### config.mk
export PLATFORM = sky130hd
export DESIGN_NAME = host_irq_ctrl
export DESIGN_NICKNAME = d
export VERILOG_FILES = /design/src/rtl/host_irq_pkg.sv /design/src/rtl/hirq_fifo.sv /design/src/rtl/hirq_bitclk.sv /design/src/rtl/hirq_line.sv /design/src/rtl/host_irq_ctrl.sv
export SDC_FILE = /design/constraint.sdc
export NUM_CORES = 1
export LEC_CHECK = 0
export ABC_AREA = 1
export ABC_CLOCK_PERIOD_IN_PS = 3950
export BUFFER_PORTS_ARGS = -buffer_cell sky130_fd_sc_hd__buf_2
export CAP_MARGIN = 20
export CORE_ASPECT_RATIO = 0.75
export CORE_MARGIN = 2
export CORE_UTILIZATION = 55
export CTS_CLUSTER_DIAMETER = 30
export DETAILED_ROUTE_END_ITERATION = 8
export PLACE_DENSITY = 0.7
export SETUP_SLACK_MARGIN = 0.05
export SLEW_MARGIN = 20
export SYNTH_ARGS = -nofsm -noshare
export SYNTH_HDL_FRONTEND = slang
export SYNTH_SLANG_ARGS = --single-unit
### constraint.sdc
create_clock -name clk_i -period 3.95 [get_ports clk_i]
set_input_delay 0.395 -clock clk_i [delete_from_list [all_inputs] [get_ports clk_i]]
set_output_delay 0.395 -clock clk_i [all_outputs]
set_load 0.1 [all_outputs]
### src/rtl/host_irq_pkg.sv
package host_irq_pkg;
  localparam int BYTE_W = 8;
  localparam int Q_DEPTH = 16;
  typedef logic [BYTE_W-1:0] msg_byte_t;
endpackage

### src/rtl/hirq_fifo.sv
module hirq_fifo #(
  parameter int DEPTH = 16,
  parameter int W = 8,
  localparam int PTR_W = $clog2(DEPTH),
  localparam int CNT_W = $clog2(DEPTH + 1)
) (
  input  logic             clk_i,
  input  logic             rst_ni,
  input  logic             a_push_i,
  input  logic [W-1:0]     a_data_i,
  input  logic             b_push_i,
  input  logic [W-1:0]     b_data_i,
  input  logic             pop_i,
  output logic [W-1:0]     head_o,
  output logic             empty_o,
  output logic [CNT_W-1:0] cnt_nxt_o
);
  logic [W-1:0]     mem [DEPTH];
  logic [PTR_W-1:0] rd_q, wr_q;
  logic [CNT_W-1:0] cnt_q;
  logic             a_ok, b_ok, pop_ok;

  function automatic logic [PTR_W-1:0] ptr_add(input logic [PTR_W-1:0] p, input logic [1:0] k);
    logic [PTR_W:0] s;
    s = {1'b0, p} + (PTR_W+1)'(k);
    if (s >= (PTR_W+1)'(DEPTH)) s = s - (PTR_W+1)'(DEPTH);
    return s[PTR_W-1:0];
  endfunction

  // port a has priority for the free slots
  assign a_ok   = a_push_i && (cnt_q < CNT_W'(DEPTH));
  assign b_ok   = b_push_i && (({1'b0, cnt_q} + (CNT_W+1)'(a_ok)) < (CNT_W+1)'(DEPTH));
  assign pop_ok = pop_i && (cnt_q != '0);

  assign cnt_nxt_o = cnt_q + CNT_W'(a_ok) + CNT_W'(b_ok) - CNT_W'(pop_ok);
  assign head_o    = mem[rd_q];
  assign empty_o   = (cnt_q == '0);

  always_ff @(posedge clk_i) begin
    if (a_ok) mem[wr_q] <= a_data_i;
    if (b_ok) mem[ptr_add(wr_q, {1'b0, a_ok})] <= b_data_i;
  end

  always_ff @(posedge clk_i or negedge rst_ni) begin
    if (!rst_ni) begin
      rd_q  <= '0;
      wr_q  <= '0;
      cnt_q <= '0;
    end else begin
      wr_q  <= ptr_add(wr_q, {1'b0, a_ok} + {1'b0, b_ok});
      if (pop_ok) rd_q <= ptr_add(rd_q, 2'd1);
      cnt_q <= cnt_nxt_o;
    end
  end


  fifo_bound_chk: assert property (@(posedge clk_i) disable iff (!rst_ni)
    cnt_q <= CNT_W'(DEPTH));


  full_drop_chk: assert property (@(posedge clk_i) disable iff (!rst_ni)
    (cnt_q == CNT_W'(DEPTH) && !pop_i) |=> (cnt_q == CNT_W'(DEPTH)));
endmodule

### src/rtl/hirq_bitclk.sv
module hirq_bitclk #(
  parameter int W = 8,
  localparam int BC_W = $clog2(W)
) (
  input  logic         clk_i,
  input  logic         rst_ni,
  input  logic         sclk_i,
  input  logic         cs_ni,
  input  logic [W-1:0] head_i,
  input  logic         empty_i,
  output logic         miso_o,
  output logic         pop_o,
  output logic         edge_n1_o,
  output logic         edge_n_o
);
  logic            sclk_q, rise;
  logic [BC_W-1:0] bit_q, sel;

  assign rise      = sclk_i && !sclk_q && !cs_ni;
  assign edge_n1_o = rise && (bit_q == BC_W'(W-2));
  assign edge_n_o  = rise && (bit_q == BC_W'(W-1));
  assign pop_o     = edge_n_o && !empty_i;
  assign sel       = BC_W'(W-1) - bit_q;
  assign miso_o    = empty_i ? 1'b0 : head_i[sel];

  always_ff @(posedge clk_i or negedge rst_ni) begin
    if (!rst_ni) begin
      sclk_q <= 1'b0;
      bit_q  <= '0;
    end else begin
      sclk_q <= sclk_i;
      if (cs_ni)     bit_q <= '0;
      else if (rise) bit_q <= bit_q + 1'b1;
    end
  end


  cnt_idle_chk: assert property (@(posedge clk_i) disable iff (!rst_ni)
    cs_ni |=> (bit_q == '0));
endmodule

### src/rtl/hirq_line.sv
module hirq_line #(
  parameter int CNT_W = 5
) (
  input  logic             clk_i,
  input  logic             rst_ni,
  input  logic             uns_en_i,
  input  logic             rd_req_i,
  input  logic             cs_ni,
  input  logic             edge_n1_i,
  input  logic             edge_n_i,
  input  logic [CNT_W-1:0] cnt_nxt_i,
  output logic             irq_o
);
  logic hold_q, hold_d, armed_q, armed_d, irq_q, irq_d, final_rel;

  // clock N-1 of the only remaining byte, nothing new arrived
  assign final_rel = edge_n1_i && (cnt_nxt_i == CNT_W'(1));

  always_comb begin
    hold_d = hold_q;
    if (cs_ni)          hold_d = 1'b0;
    else if (final_rel) hold_d = 1'b1;
    else if (edge_n_i)  hold_d = 1'b0;
    armed_d = armed_q;
    if (final_rel) armed_d = 1'b0;
    if (rd_req_i)  armed_d = 1'b1;
    irq_d = !hold_d && (cnt_nxt_i != '0) && (uns_en_i || armed_d);
  end

  always_ff @(posedge clk_i or negedge rst_ni) begin
    if (!rst_ni) begin
      hold_q  <= 1'b0;
      armed_q <= 1'b0;
      irq_q   <= 1'b0;
    end else begin
      hold_q  <= hold_d;
      armed_q <= armed_d;
      irq_q   <= irq_d;
    end
  end

  assign irq_o = irq_q;


  hold_high_chk: assert property (@(posedge clk_i) disable iff (!rst_ni)
    (hold_q && !cs_ni && !edge_n_i) |=> !irq_q);


  reassert_chk: assert property (@(posedge clk_i) disable iff (!rst_ni)
    (hold_q && !cs_ni && edge_n_i && uns_en_i && cnt_nxt_i != '0) |=> irq_q);


  solicit_gate_chk: assert property (@(posedge clk_i) disable iff (!rst_ni)
    (!uns_en_i && !armed_q && !rd_req_i) |=> !irq_q);


  unsol_chk: assert property (@(posedge clk_i) disable iff (!rst_ni)
    (uns_en_i && !hold_q && !edge_n1_i && !edge_n_i && cnt_nxt_i != '0) |=> irq_q);
endmodule

### src/rtl/host_irq_ctrl.sv
module host_irq_ctrl
  import host_irq_pkg::*;
#(
  parameter int DEPTH = Q_DEPTH,
  parameter int W = BYTE_W
) (
  input  logic         clk_i,
  input  logic         rst_ni,
  input  logic         uns_en_i,
  input  logic         rd_req_i,
  input  logic         sol_push_i,
  input  logic [W-1:0] sol_data_i,
  input  logic         uns_push_i,
  input  logic [W-1:0] uns_data_i,
  input  logic         sclk_i,
  input  logic         cs_ni,
  output logic         miso_o,
  output logic         irq_no,
  output logic         err_o
);
  localparam int CNT_W = $clog2(DEPTH + 1);

  logic [W-1:0]     head;
  logic             empty, pop, edge_n1, edge_n, irq, err_q;
  logic [CNT_W-1:0] cnt_nxt;

  hirq_fifo #(.DEPTH(DEPTH), .W(W)) u_fifo (
    .clk_i, .rst_ni,
    .a_push_i (sol_push_i),
    .a_data_i (sol_data_i),
    .b_push_i (uns_push_i && uns_en_i),
    .b_data_i (uns_data_i),
    .pop_i    (pop),
    .head_o   (head),
    .empty_o  (empty),
    .cnt_nxt_o(cnt_nxt)
  );

  hirq_bitclk #(.W(W)) u_bitclk (
    .clk_i, .rst_ni, .sclk_i, .cs_ni,
    .head_i   (head),
    .empty_i  (empty),
    .miso_o,
    .pop_o    (pop),
    .edge_n1_o(edge_n1),
    .edge_n_o (edge_n)
  );

  hirq_line #(.CNT_W(CNT_W)) u_line (
    .clk_i, .rst_ni, .uns_en_i, .rd_req_i, .cs_ni,
    .edge_n1_i(edge_n1),
    .edge_n_i (edge_n),
    .cnt_nxt_i(cnt_nxt),
    .irq_o    (irq)
  );

  always_ff @(posedge clk_i or negedge rst_ni) begin
    if (!rst_ni) err_q <= 1'b0;
    else         err_q <= uns_push_i && !uns_en_i;
  end

  assign irq_no = !irq;
  assign err_o  = err_q;


  drop_flag_chk: assert property (@(posedge clk_i) disable iff (!rst_ni)
    (uns_push_i && !uns_en_i) |=> err_o);
endmodule

==> flow_summary.json, run 1 <==
{
  "synth_xor_area_share_pct": 1.28,
  "min_path_type": "input pin to flip-flop",
  "synth_top_cells_by_area": "edfxtp_1 (48%), nand2_1 (14%), nand3_1 (7.9%)",
  "wire_per_inst_um": 19.3,
  "period_share_pct": 90.5,
  "die-area_um2": 15500,
  "grt_pass1_wl_um": 32900,
  "fin_skew_ns": 0.00505,
  "drtPass1Iterations": 5,
  "start_kind": "flip-flop",
  "dpl_cell_area_um2": 8160,
  "die_y_um": 108,
  "pwr-share-clk_pct": 33.0,
  "synth_edf_count": 128,
  "clockBufferDepth": 2,
  "yosysMostFrequentCell": "nand2_1",
  "port_buffers": 26,
  "fmax_mhz": 280,
  "p_per_area_nw_per_um2": 533,
  "hold_slack_ns": 0.107,
  "yosys_warnings": 0,
  "drt_iter0_drc": 797,
  "rr_endpoint": "u_line.irq_o$_DFF_PN0_",
  "synth_mux_area_share_pct": 0,
  "gp_congestion": 0.901,
  "vias": 6386,
  "comb_power_share_pct": 23.1,
  "crit_type": "flip-flop to output pin",
  "worst-endpoint-arrival_ns": 3.18,
  "postLayoutCoreUtil_pct": 60.8,
  "switching_share_pct": 32.4,
  "antenna_found_initial": 0,
  "clock_latency_ns": 0.43,
  "power_switching_mw": 1.51,
  "die_w_um": 143,
  "r2r_slack_ns": 0.75,
  "crit_top_cell": "nand3_1",
  "synth-seq-cells": 149,
  "ir_worst_vdd_mv": 0.353,
  "status": "finished clean",
  "syn_area_um2": 8000,
  "cts_tree": "done",
  "path_buf_inv": 3,
  "wl_met1_um": 9090,
  "synth.top_cells.by_count": "nand2_1 (292), edfxtp_1 (128), nand3_1 (126)",
  "hpwlAfterDp_um": 13800,
  "met2_length_um": 9310,
  "cp.depth": 12,
  "rsz0062_at_grt": "false",
  "num_antenna_cells": 0,
  "fin_tns_setup_ns": 0,
  "wl_met3_um": 2320,
  "cts_htree_levels": 4,
  "yosysUniqueCellTypes": 28,
  "numCtsBuffers": 17,
  "reg2reg_depth": 20,
  "top_layer": "met4",
  "final_nets": 931,
  "crit_path_end_kind": "output pin",
  "drc": 0,
  "cts_resized": 0,
  "synth_compound_area_share_pct": 9.74,
  "cp_slowest_cell": "dfrtp_1",
  "tightest_slew_ns": 0.829,
  "critPathLaunch": "u_fifo.rd_q[1]$_DFFE_PN0P_",
  "synthAdderAreaFrac_pct": 3.10,
  "p_int_mw": 3.15,
  "path_cells": "inv_1 -> buf_4 -> nand3_1 -> nand3_1 -> nand3_1 -> nand2_1 -> nand2_1 -> nand3_1 -> nand2_1 -> nor2_1 -> nor2_1 -> buf_2",
  "synth-main-ff-cell": "edfxtp_1",
  "r2r-start": "u_bitclk.bit_q[0]$_DFFE_PN0P_",
  "finalCriticalPeriod_ns": 3.57,
  "relSlewSlack_pct": 44.4,
  "synth_top_area_cell": "edfxtp_1",
  "area_growth_pct": 9.13,
  "async_reset_ff_share_pct": 14.1,
  "ant_nets": 0,
  "track_usage_pct": 28.9,
  "clk_pin_slew_ns": 0.06,
  "ys_seq_area_share_pct": 54.6,
  "syn-mean-instance-area_um2": 8.91,
  "grt_max_degree": 67,
  "setup_violations": 0,
  "cp_top_family": "simple AND/OR/NAND/NOR gates",
  "slowest_delay_ns": 0.86,
  "coreArea_um2": 14400,
  "synth_top_family_by_area": "simple AND/OR/NAND/NOR gates",
  "num_rows": 38,
  "p_seq_share_pct": 43.9,
  "p_total_mw": 4.66,
  "maxCapViolations": 0,
  "grt_pass1_vias": 6005,
  "p_leak_nw": 3.65,
  "pin_count": 27,
  "cp_data_required_time_ns": 3.56,
  "cp_max_fo": 33,
  "avgViaCountPerCell": 5.79,
  "slew_viol_final": 0,
  "synthesis.nets": 940,
  "clock_sinks": 149,
  "fin_area_um2": 8730,
  "synth_simple_gate_area_share_pct": 25.3,
  "gr-total-overflow": 0,
  "netlist.area_leader.share_pct": 48.0,
  "synthesis.instances": 898,
  "drive_gt1_share_pct": 11.4,
  "endpoint": "miso_o",
  "start_util_pct": 55.7,
  "drt_wl_total_um": 21300,
  "root_buffer": "clkbuf_16",
  "final-hold-violation-count": 0
}
## power groups by stage
stage / logic (mW) / registers [mW] / clock network, mW
2_1_floorplan: 0.818 / 2.04 / 0
3_3_place_gp: 0.998 / 2.07 / 0
3_5_place_dp: 1.05 / 2.07 / 0
4_1_cts: 1.06 / 2.04 / 1.54
5_1_grt: 1.19 / 2.06 / 1.60
6_report: 1.08 / 2.04 / 1.54
## how the worst min path moves through the flow
stage               startpoint                         to  slack (ns)  depth (start not counted)
finish                  sclk_i  u_bitclk.sclk_q$_DFF_PN0_        0.11                          1
global route            sclk_i  u_bitclk.sclk_q$_DFF_PN0_         0.1                          1
CTS                     sclk_i  u_bitclk.sclk_q$_DFF_PN0_        0.09                          1
detailed placement      rst_ni  u_bitclk.sclk_q$_DFF_PN0_        0.43                          1
global placement        rst_ni   u_fifo.wr_q[3]$_DFF_PN0_        0.42                          1
floorplan               rst_ni            err_o$_DFF_PN0_         0.1                          0
## metrics by stage
| stage | instances | setup WS, ns |
|---|---|---|
| 2_1_floorplan | 898 | 0.949 |
| 5_1_grt | 1102 | 0.262 |
| 6_report | 1102 | 0.375 |
| 4_1_cts | 1102 | 0.488 |
| 3_3_place_gp | 1067 | 0.906 |
| 3_5_place_dp | 1069 | 0.811 |
## registers in the layout, indices dropped and copies added, names as in the netlist, 3 cells and up
signal / count
u_fifo.mem: 128
u_fifo.cnt_q: 5
u_fifo.rd_q: 4
u_fifo.wr_q: 4
u_bitclk.bit_q: 3
## final cells by class
| class | instances | area [um^2] |
|---|---|---|
| Tap cell | 200 | 250 |
| Clock buffer | 24 | 514 |
| Sequential cell | 149 | 4370 |
| Fill cell | 1224 | 5630 |
| Clock inverter | 8 | 45.0 |
| Inverter | 43 | 161 |
| Multi-Input combinational cell | 640 | 3160 |
| Timing Repair Buffer | 38 | 230 |
## per-layer routing
metal,track usage (%),up-vias
met1,41.1,2947
met4,11.7,0
met5,0,-
met2,43.1,341
met3,7.00,52
li1,-,3046
## cell families after synthesis
family / count (synthesis)
simple gates: 459
compound gates: 153
flops: 149
buf+inv: 109
fa+ha+maj: 18
xor+xnor: 10
## cell usage in the layout (no fill, tap or decap), types with 8 or more instances in the layout
cell / synthesis / layout
nand2_1: 292 / 292
xor2_1: 8 / 8
clkbuf_16: 0 / 19
ha_1: 15 / 15
nand3_1: 126 / 126
nor2_1: 10 / 10
buf_4: 0 / 8
o21ai_0: 46 / 38
nand2_2: 17 / 17
inv_1: 38 / 37
dfrtp_1: 21 / 20
buf_2: 28 / 28
edfxtp_1: 128 / 128
o21ai_1: 99 / 107
## repair_timing
item / in CTS / in global routing
hold buffers: 1 / 0
endpoints found under the hold margin: 21 / 0
buffers inserted: 0 / 0
Power figures use the tool's default switching activity.
==> run 2, diff against run 1 <==
Settings changed: ABC_CLOCK_PERIOD_IN_PS 3950 to 3600, PLACE_DENSITY 0.7 to not set, PLACE_DENSITY_LB_ADDON set to 0.25.
Clock period 3.95 ns to 3.6 ns, I/O delays scaled along.
==> run 2 against run 1 <==
Global-route usage fell by 0.11 points. Setup slack gained 0.097 ns. Non-clock buffer count grew 1. Via count shrank 0.13%. Hold slack lost 0.045 ns. Sequential share of layout area down 0.48 points. Die area unchanged. Critical path type unchanged. Register-to-register slack got worse by 0.28 ns.
==> flow_summary.json, run 2 (synthesis gave the netlist of run 1 again) <==
{
  "status": "finished clean",
  "wire_per_inst_um": 19.1,
  "grt_pass1_wl_um": 32700,
  "cp_data_required_time_ns": 3.24,
  "vias": 6378,
  "largest_reg_flops": 128,
  "grt_pass1_vias": 5814,
  "die_y_um": 108,
  "tightest_slew_ns": 0.827,
  "num_rows": 38,
  "drive_gt1_share_pct": 11.4,
  "gp_congestion": 0.878,
  "port_buffers": 26,
  "n_fill_cell": 1215,
  "final-hold-violation-count": 0,
  "reg_top3": "u_fifo.mem (128), u_fifo.cnt_q (5)",
  "rsz0062_at_grt": "false",
  "root_buffer": "clkbuf_16",
  "cts_tree": "done",
  "worstHoldEndpoint": "u_bitclk.sclk_q$_DFF_PN0_",
  "worst_slack_ns": 0.473,
  "finalCriticalPeriod_ns": 3.13,
  "mostFrequentLayoutCells": "nand2_1 (292), edfxtp_1 (128), nand3_1 (126)",
  "cts_htree_levels": 4,
  "die_w_um": 143,
  "antenna_found_initial": 0,
  "setup_violations": 0,
  "fin_cells": 1103,
  "fin_area_um2": 8820,
  "start_util_pct": 55.7,
  "fmax_mhz": 320,
  "final_common_cell": "nand2_1",
  "hpwlAfterDp_um": 13300,
  "avgViaCountPerCell": 5.78,
  "register_area_um2": 4370,
  "pre_cts_ws_ns": 0.503,
  "cp_max_fo": 18,
  "die-area_um2": 15500,
  "clk_pin_slew_ns": 0.06,
  "fin_tns_setup_ns": 0,
  "drtPass1Iterations": 6,
  "numCtsBuffers": 17,
  "reg2reg_depth": 20,
  "p_per_area_nw_per_um2": 591,
  "clockBufferDepth": 2,
  "multi_input_area_um2": 3160,
  "cts_resized": 0,
  "r2r-start": "u_bitclk.bit_q[0]$_DFFE_PN0P_",
  "top_register": "u_fifo.mem",
  "clock_latency_ns": 0.44,
  "area_growth_pct": 10.2,
  "p_leak_nw": 3.67,
  "fin_skew_ns": 0.0107,
  "worst-endpoint-arrival_ns": 2.77,
  "relSlewSlack_pct": 44.5,
  "slew_viol_final": 0,
  "drc": 0,
  "num_antenna_cells": 0,
  "start_kind": "flip-flop",
  "rr_endpoint": "u_line.irq_o$_DFF_PN0_",
  "crit_type": "flip-flop to output pin",
  "dpl_cell_area_um2": 8210,
  "min_from": "sclk_i",
  "grt_max_degree": 67,
  "crit_path_end_kind": "output pin",
  "placedCellCount": 1070,
  "ant_nets": 0,
  "pin_count": 27,
  "r2r_slack_ns": 0.47,
  "final_nets": 932,
  "coreArea_um2": 14400,
  "clock_sinks": 149,
  "period_share_pct": 86.9,
  "drt_iter0_drc": 850,
  "ir_worst_vdd_mv": 0.392,
  "track_usage_pct": 28.8,
  "maxCapViolations": 0,
  "min_path_type": "input pin to flip-flop",
  "drt_wl_total_um": 21100,
  "gr-total-overflow": 0,
  "min_path_cells": 1
}
run 2: cell types whose count changed in the layout (fill, tap and decap cells not counted), sizes merged:
| cell | before | now |
|---|---|---|
| inv | 42 | 41 |
| buf | 37 | 38 |
| clkinv | 9 | 11 |
| bufinv | 0 | 3 |
| clkinvlp | 0 | 2 |
| clkbuf | 24 | 18 |
run 2: report_power, final:
| part | switching (mW) | leakage [nW] | internal, mW |
|---|---|---|---|
| Clock | 0.716 | 0.282 | 1.08 |
| Combinational | 0.820 | 1.99 | 0.347 |
| Sequential | 0.125 | 1.39 | 2.12 |
| Total | 1.66 | 3.67 | 3.55 |
run 2: worst max path at each step:
| stage | slack (ns) | start | end |
|---|---|---|---|
| 2_1_floorplan | 0.63 | u_fifo.rd_q[2]$_DFFE_PN0P_ | miso_o |
| 3_3_place_gp | 0.56 | u_bitclk.bit_q[0]$_DFFE_PN0P_ | u_line.irq_o$_DFF_PN0_ |
| 3_5_place_dp | 0.50 | u_bitclk.bit_q[0]$_DFFE_PN0P_ | u_line.irq_o$_DFF_PN0_ |
| 4_1_cts | 0.48 | u_bitclk.bit_q[0]$_DFFE_PN0P_ | u_line.irq_o$_DFF_PN0_ |
| 5_1_grt | 0.12 | u_bitclk.bit_q[0]$_DFFE_PN0P_ | u_line.irq_o$_DFF_PN0_ |
| 6_report | 0.47 | u_fifo.rd_q[2]$_DFFE_PN0P_ | miso_o |
run 2: final cells by class:
| class | instances | share of cell area, % |
|---|---|---|
| clock inverters | 14 | 1.83 |
| multi-input cells | 640 | 35.9 |
| inverters | 43 | 1.83 |
| flip-flops and latches | 149 | 49.6 |
| well taps | 200 | 2.84 |
| clock buffers | 18 | 4.87 |
| repair buffers | 39 | 3.21 |
run 2: what timing repair did:
item	CTS	global route
hold endpoints to repair	21	0
setup buffers	0	0
hold buffers	1	0
run 2: critical path: stages, from the launching register on:
cell and delay (ns):
dfrtp_1 0.32, buf_4 0.26, clkinv_1 0.54, nand3_1 0.32
nand3_1 0.16, nand2_1 0.10, nand2_1 0.05, nand3_1 0.10
nand2_1 0.06, nor2_1 0.12, nor2_1 0.11, buf_12 0.17
run 2: routing by layer:
metal	track usage [%]	vias up	wire length (um)
li1	-	3048	-
met1	43.0	2960	9310
met2	41.7	327	9120
met3	6.60	43	2170
met4	10.1	0	458
met5	0	-	0
run 2: metrics by stage:
stage | hold WS [ns] | power [mW] | utilization (%)
2_1_floorplan | 0.0644 | 3.13 | -
3_3_place_gp | 0.387 | 3.39 | 57.1
3_5_place_dp | 0.393 | 3.43 | 57.2
4_1_cts | 0.0569 | 5.20 | 61.4
5_1_grt | 0.0649 | 5.44 | 61.4
6_report | 0.0622 | 5.21 | 61.4
